**config.mk**
```make
export PLATFORM = sky130hd
export DESIGN_NAME = spi_reg_decoder
export DESIGN_NICKNAME = d
export VERILOG_FILES = /design/src/rtl/spi_dec_pkg.sv /design/src/rtl/spi_sync.sv /design/src/rtl/spi_rx.sv /design/src/rtl/spi_tx.sv /design/src/rtl/spi_reg_decoder.sv
export SDC_FILE = /design/constraint.sdc
export NUM_CORES = 1
export LEC_CHECK = 0
export ABC_CLOCK_PERIOD_IN_PS = 4400
export CORE_ASPECT_RATIO = 1.2
export CORE_MARGIN = 3
export CORE_UTILIZATION = 60
export DETAILED_ROUTE_END_ITERATION = 12
export DONT_BUFFER_PORTS = 1
export PLACE_DENSITY = 0.76
export SLEW_MARGIN = 0
export SYNTH_ARGS = -nofsm -noshare
export SYNTH_HDL_FRONTEND = slang
export SYNTH_SLANG_ARGS = --single-unit
```
**constraint.sdc**
```tcl
create_clock -name clk_i -period 4.4 [get_ports clk_i]
set_input_delay 0.44 -clock clk_i [delete_from_list [all_inputs] [get_ports clk_i]]
set_output_delay 0.44 -clock clk_i [all_outputs]
set_load 0.03 [all_outputs]
```
**src/rtl/spi_dec_pkg.sv**
```systemverilog
package spi_dec_pkg;
  localparam int CMD_W     = 8;
  localparam int DAT_W     = 16;
  localparam int CRC_W     = 8;
  localparam int ADDR_W    = CMD_W - 1;
  localparam int FRM_W     = CMD_W + DAT_W;
  localparam int FRM_CRC_W = FRM_W + CRC_W;

  typedef logic [ADDR_W-1:0] addr_t;
  typedef logic [DAT_W-1:0]  data_t;

  typedef struct packed {
    logic  rd;
    addr_t addr;
    data_t data;
  } frame_t;

  function automatic logic [CRC_W-1:0] crc_step(input logic [CRC_W-1:0] crc,
                                                input logic din,
                                                input logic [CRC_W-1:0] poly);
    logic [CRC_W-1:0] sh;
    sh = {crc[CRC_W-2:0], 1'b0};
    return (crc[CRC_W-1] ^ din) ? (sh ^ poly) : sh;
  endfunction
endpackage

```
**src/rtl/spi_sync.sv**
```systemverilog
module spi_sync #(
  parameter int             W       = 3,
  parameter int             STAGES  = 2,
  parameter logic [W-1:0]   RST_VAL = '0
) (
  input  logic         clk_i,
  input  logic         rst_ni,
  input  logic [W-1:0] d_i,
  output logic [W-1:0] q_o
);
  logic [W-1:0] stg_q [STAGES];

  for (genvar s = 0; s < STAGES; s++) begin : g_stage
    if (s == 0) begin : g_first
      always_ff @(posedge clk_i or negedge rst_ni)
        if (!rst_ni) stg_q[s] <= RST_VAL;
        else         stg_q[s] <= d_i;
    end else begin : g_next
      always_ff @(posedge clk_i or negedge rst_ni)
        if (!rst_ni) stg_q[s] <= RST_VAL;
        else         stg_q[s] <= stg_q[s-1];
    end
  end

  assign q_o = stg_q[STAGES-1];
endmodule

```
**src/rtl/spi_rx.sv**
```systemverilog
module spi_rx
  import spi_dec_pkg::*;
#(
  parameter logic [CRC_W-1:0] POLY = 8'h07
) (
  input  logic   clk_i,
  input  logic   rst_ni,
  input  logic   cs_act_i,
  input  logic   cs_fall_i,
  input  logic   cs_rise_i,
  input  logic   sclk_fall_i,
  input  logic   mosi_i,
  input  logic   crc_en_i,
  output logic   frm_vld_o,
  output frame_t frm_o
);
  localparam int CNT_W = $clog2(FRM_CRC_W + 2);
  localparam logic [CNT_W-1:0] LEN_PLAIN = CNT_W'(FRM_W);
  localparam logic [CNT_W-1:0] LEN_CRC   = CNT_W'(FRM_CRC_W);

  logic [FRM_CRC_W-1:0] sr_q;
  logic [CNT_W-1:0]     cnt_q;
  logic [CRC_W-1:0]     crc_q;
  logic                 len_ok, crc_ok;

  always_ff @(posedge clk_i or negedge rst_ni) begin
    if (!rst_ni) begin
      sr_q  <= '0;
      cnt_q <= '0;
      crc_q <= '0;
    end else if (cs_fall_i) begin
      cnt_q <= '0;
      crc_q <= '0;
    end else if (cs_act_i && sclk_fall_i) begin
      sr_q <= {sr_q[FRM_CRC_W-2:0], mosi_i};
      if (cnt_q != '1) cnt_q <= cnt_q + 1'b1;
      // running CRC covers the command and data bits only
      if (cnt_q < LEN_PLAIN) crc_q <= crc_step(crc_q, mosi_i, POLY);
    end
  end

  assign len_ok = crc_en_i ? (cnt_q == LEN_CRC) : (cnt_q == LEN_PLAIN);
  assign crc_ok = !crc_en_i || (sr_q[CRC_W-1:0] == crc_q);

  always_ff @(posedge clk_i or negedge rst_ni) begin
    if (!rst_ni) begin
      frm_vld_o <= 1'b0;
      frm_o     <= '0;
    end else begin
      frm_vld_o <= cs_rise_i && len_ok && crc_ok;
      if (cs_rise_i)
        frm_o <= frame_t'(crc_en_i ? sr_q[FRM_CRC_W-1:CRC_W] : sr_q[FRM_W-1:0]);
    end
  end
endmodule

```
**src/rtl/spi_tx.sv**
```systemverilog
module spi_tx
  import spi_dec_pkg::*;
(
  input  logic             clk_i,
  input  logic             rst_ni,
  input  logic             cs_act_i,
  input  logic             cs_fall_i,
  input  logic             sclk_rise_i,
  input  logic [FRM_W-1:0] load_i,
  output logic             bit_o
);
  logic [FRM_W-1:0] sr_q;
  logic             first_q;

  always_ff @(posedge clk_i or negedge rst_ni) begin
    if (!rst_ni) begin
      sr_q    <= '0;
      first_q <= 1'b0;
    end else if (cs_fall_i) begin
      sr_q    <= load_i;
      first_q <= 1'b1;
    end else if (cs_act_i && sclk_rise_i) begin
      // first rising edge presents the MSB already loaded
      if (first_q) first_q <= 1'b0;
      else         sr_q    <= {sr_q[FRM_W-2:0], 1'b0};
    end
  end

  assign bit_o = sr_q[FRM_W-1];
endmodule

```
**src/rtl/spi_reg_decoder.sv**
```systemverilog
module spi_reg_decoder
  import spi_dec_pkg::*;
#(
  parameter logic [CRC_W-1:0]  POLY        = 8'h07,
  parameter logic [ADDR_W-1:0] CFG_ADDR    = 7'h02,
  parameter logic [ADDR_W-1:0] SCR_ADDR    = 7'h03,
  parameter logic [ADDR_W-1:0] FIFO_ADDR   = 7'h15,
  parameter logic [DAT_W-1:0]  CFG_RST     = 16'h0001,
  parameter int                SYNC_STAGES = 2
) (
  input  logic              clk_i,
  input  logic              rst_ni,
  input  logic              sclk_i,
  input  logic              cs_ni,
  input  logic              mosi_i,
  output logic              miso_o,
  output logic              miso_oe_o,
  output logic              commit_o,
  output logic [ADDR_W-1:0] commit_addr_o,
  output logic [DAT_W-1:0]  commit_data_o,
  output logic              fifo_push_o,
  output logic [DAT_W-1:0]  fifo_word_o
);
  localparam int SDO_DIS_BIT = 0;
  localparam int CRC_EN_BIT  = 1;

  logic [2:0] pin_s;
  logic       sclk_d_q, cs_d_q;
  logic       sclk_rise, sclk_fall, cs_rise, cs_fall, cs_act;
  logic       frm_vld;
  frame_t     frm;
  logic [DAT_W-1:0] cfg_q, scr_q, rd_val;
  logic [FRM_W-1:0] rd_buf_q;

  spi_sync #(.W(3), .STAGES(SYNC_STAGES), .RST_VAL(3'b010)) u_sync (
    .clk_i (clk_i),
    .rst_ni(rst_ni),
    .d_i   ({sclk_i, cs_ni, mosi_i}),
    .q_o   (pin_s)
  );

  always_ff @(posedge clk_i or negedge rst_ni) begin
    if (!rst_ni) begin
      sclk_d_q <= 1'b0;
      cs_d_q   <= 1'b1;
    end else begin
      sclk_d_q <= pin_s[2];
      cs_d_q   <= pin_s[1];
    end
  end

  assign sclk_rise = pin_s[2] & ~sclk_d_q;
  assign sclk_fall = ~pin_s[2] & sclk_d_q;
  assign cs_rise   = pin_s[1] & ~cs_d_q;
  assign cs_fall   = ~pin_s[1] & cs_d_q;
  assign cs_act    = ~pin_s[1];

  spi_rx #(.POLY(POLY)) u_rx (
    .clk_i      (clk_i),
    .rst_ni     (rst_ni),
    .cs_act_i   (cs_act),
    .cs_fall_i  (cs_fall),
    .cs_rise_i  (cs_rise),
    .sclk_fall_i(sclk_fall),
    .mosi_i     (pin_s[0]),
    .crc_en_i   (cfg_q[CRC_EN_BIT]),
    .frm_vld_o  (frm_vld),
    .frm_o      (frm)
  );

  spi_tx u_tx (
    .clk_i      (clk_i),
    .rst_ni     (rst_ni),
    .cs_act_i   (cs_act),
    .cs_fall_i  (cs_fall),
    .sclk_rise_i(sclk_rise),
    .load_i     (rd_buf_q),
    .bit_o      (miso_o)
  );

  always_comb begin
    if (frm.addr == CFG_ADDR)      rd_val = cfg_q;
    else if (frm.addr == SCR_ADDR) rd_val = scr_q;
    else                           rd_val = '0;
  end

  always_ff @(posedge clk_i or negedge rst_ni) begin
    if (!rst_ni) begin
      cfg_q         <= CFG_RST;
      scr_q         <= '0;
      rd_buf_q      <= '0;
      commit_o      <= 1'b0;
      commit_addr_o <= '0;
      commit_data_o <= '0;
      fifo_push_o   <= 1'b0;
      fifo_word_o   <= '0;
    end else begin
      commit_o    <= 1'b0;
      fifo_push_o <= 1'b0;
      if (frm_vld) begin
        if (frm.rd) begin
          rd_buf_q <= {1'b1, frm.addr, rd_val};
        end else begin
          rd_buf_q <= '0;
          if (frm.addr != '0) begin
            commit_o      <= 1'b1;
            commit_addr_o <= frm.addr;
            commit_data_o <= frm.data;
          end
          if (frm.addr == CFG_ADDR) cfg_q <= frm.data;
          if (frm.addr == SCR_ADDR) scr_q <= frm.data;
          if (frm.addr == FIFO_ADDR) begin
            fifo_push_o <= 1'b1;
            fifo_word_o <= frm.data;
          end
        end
      end
    end
  end

  assign miso_oe_o = cs_act & ~cfg_q[SDO_DIS_BIT];
endmodule

```
==> results.md <==
* Status: finished, violations left
* Failing checks: hold timing
* ANT nets after route at 0
* Fin. max-slew vios at 0
* Area grow syn2layout at 9.77%
* Final Critical Period at 2360 ps
* Clk_skew at 12.7 ps
* Setup_tns at 0 ps
* VDD IR max at 0.000339 V
* Syn Std Cell Area at 8230 µm²
* Largest fanout on the critical path at 34
* Routability congestion estimate at 0.833
* Worst hold-check path type: in2async
* Reg2reg setup slack at 2040 ps
* Clock sink count at 201
* Post-synth cell types at 41
* # Post-CTS Setup Buffers at 0
* Via Count at 4803
* Rows at 46
* Number of buffers added on ports at 0
* Core ar. at 13300 µm²
* CTS buffer count at 21
* Cts repair resizes at 0
* Proportion of layout cells with a drive suffix above 1 at 23.4%
* Synth warn at 0
* Max_cap viols at 0
* I/O pin cnt at 48
* Post-CTS Hold Buffers at 3
* Crit path buf inv count at 1
* DRT iter0 DRCs at 359
* Syn_nets at 638
* Nets@finish at 635
* Synth area leaders: dfrtp_1 60%, mux2_2 14%, mux2i_1 6.1%
* Post-Route WL at 15800 µm
* CP cell instances: buf_4, and2b_1, nand4_1, nor3b_4, mux2_2
* Largest stage delay, worst path at 800 ps
* R2R Path End: fifo_word_o[13]
* Die Area at 15200 µm²
* Maximum clock rate at 424 MHz
* Worst reg2reg startpoint: u_rx.frm_vld_o
* CTS root buf: clkbuf_16
* # diodes at 0
* Async set-reset flop share out of synthesis at 100%
* DRT Pass-1 Iters at 4
* Worst path slowest cell: nor3b_4
* Power Density at 410 nW/µm²
* CP top delay family: simple AND/OR/NAND/NOR gates
* Commonest cells post-synth: 197 x dfrtp_1, 101 x mux2_2, 62 x o21ai_0, 56 x nand2_1, 50 x mux2i_1
* WP data required at 4770 ps
* Die Wd at 113 µm
* Gr ovfl total at 0
* WL/cell at 19.5 µm
* Initial core utilization at 61.9%
* Reg2reg path depth at 5
* First-pass GRT wire length at 26400 µm
* Worst Max-Slew Pin Slew at 1260 ps
* Mapped Cells at 631
* Leakage Power at 4.21 nW
* CTS tree: done
* Worst-skew pair later-pin latency at 490 ps
* Share of the synthesized area in the top cell type at 59.9%
* Top-count cell post-synth: dfrtp_1
* Vias per cell at 5.93
* Gr usage total at 21.5%
* H-tree levels at 1
* Unrepaired setup endpoints after global routing: false
* Setup ws final at 2040 ps
* Sequential element share of the synthesized area at 61.2%
* Crit path DAT at 2730 ps
* EDFF count, synth at 0
* Max-slew headroom at 15.4%
* Synthesized area per cell at 13.0 µm²
* Largest net degree at the start of global routing at 202
* Detailed Place HPWL at 10200 µm
* # setup viols final at 0
* Critical path startpoint category: register
* Hold slack at -347 ps
* Period Utilization, post-route at 53.6%
* Initial antenna violation count at 0
* DRC viols at 0
* Main synth FF type: dfrtp_1
* Clk slew on worst S/H paths at 60 ps
* Max Root-Sink Buffers at 3
* Fin. Hold Viols at 201
* Vias in the first global route at 5067
* Area leader, netlist: dfrtp_1
* Die Ht at 134 µm
* Element type at the critical path end: register
* Dpl ws at 2050 ps
* Seq cells post-synth at 201
* WS Path Type: reg2reg
==> cells by family (layout without fill, tap and decap cells) <==
| logic type | Yosys count | in the layout | share of synthesized area (%) |
|---|---|---|---|
| fa+ha+maj | 2 | 2 | 0.304 |
| compound gates | 93 | 93 | 7.13 |
| simple gates | 122 | 122 | 7.72 |
| buf+inv | 51 | 62 | 2.61 |
| flops | 201 | 201 | 61.2 |
| xor+xnor | 11 | 11 | 1.17 |
| mux | 151 | 151 | 19.9 |
==> worst max-delay path by stage <==
stage / from / to / cells after the start
finish: u_rx.frm_vld_o / fifo_word_o[13] / 5
global route: u_rx.frm_o[22] / rd_buf_q[1] / 4
CTS: u_rx.frm_vld_o / fifo_word_o[13] / 5
detailed placement: u_rx.frm_vld_o / fifo_word_o[13] / 5
global placement: u_rx.frm_vld_o / fifo_word_o[7] / 5
floorplan: u_rx.cnt_q[0] / u_rx.cnt_q[5] / 5
==> stage by stage <==
stage / cell area, µm² / total power, mW / util, % / instances
2_1_floorplan: 8230 / 2.04 / - / 631
3_3_place_gp: 8360 / 2.08 / 62.8 / 770
3_5_place_dp: 8360 / 2.09 / 62.8 / 770
4_1_cts: 9040 / 3.75 / 68.0 / 810
5_1_grt: 9040 / 3.84 / 68.0 / 810
6_report: 9040 / 3.70 / 68.0 / 810
==> cell type report <==
class | instances | area (µm²)
Tap cell | 168 | 210
Fill cell | 929 | 4260
Clock inverter | 4 | 30.0
Inverter | 16 | 60.1
Timing Repair Buffer | 9 | 75.1
Multi-Input combinational cell | 379 | 3010
Sequential cell | 201 | 5030
Clock buffer | 33 | 621
==> registers in the layout, summed over array words and instances, names as in the netlist, 6 cells and up <==
| signal | count |
|---|---|
| u_rx.sr_q | 32 |
| rd_buf_q | 24 |
| u_rx.frm_o | 24 |
| u_tx.sr_q | 24 |
| cfg_q | 16 |
| commit_data_o | 16 |
| fifo_word_o | 16 |
| scr_q | 16 |
| u_rx.crc_q | 8 |
| commit_addr_o | 7 |
| u_rx.cnt_q | 6 |
==> layout by cell type (no fill, tap or decap), types with 3 or more instances in the layout <==
cell type and instances:
clkbuf_8 5, nor2b_1 16, nor3b_1 3, a221o_1 17, nand3_1 10, nand2b_1 4, nand2_1 56, dfstp_2 4
inv_1 16, dlygate4sd3_1 3, xnor2_1 9, mux2i_1 50, nor2_1 9, o21ai_0 62, a21oi_1 3, buf_4 6
mux2_2 101, a22o_1 6, clkbuf_1 7, nand4_1 4, dfrtp_1 197, clkbuf_16 21
==> power breakdown <==
group          switching [mW]  internal [mW]
registers              0.0520           1.89
logic                  0.0597         0.0553
clock network           0.678          0.971
total                   0.789           2.91
==> metal layers <==
layer | global-route usage, % | share of wire (%) | up-vias
li1 | - | - | 2224
met1 | 29.4 | 43 | 2467
met2 | 35.6 | 50 | 80
met3 | 3.56 | 4.1 | 32
met4 | 6.75 | 2.5 | 0
met5 | 0 | 0 | -
No activity file was read; power rests on OpenSTA's default activity.
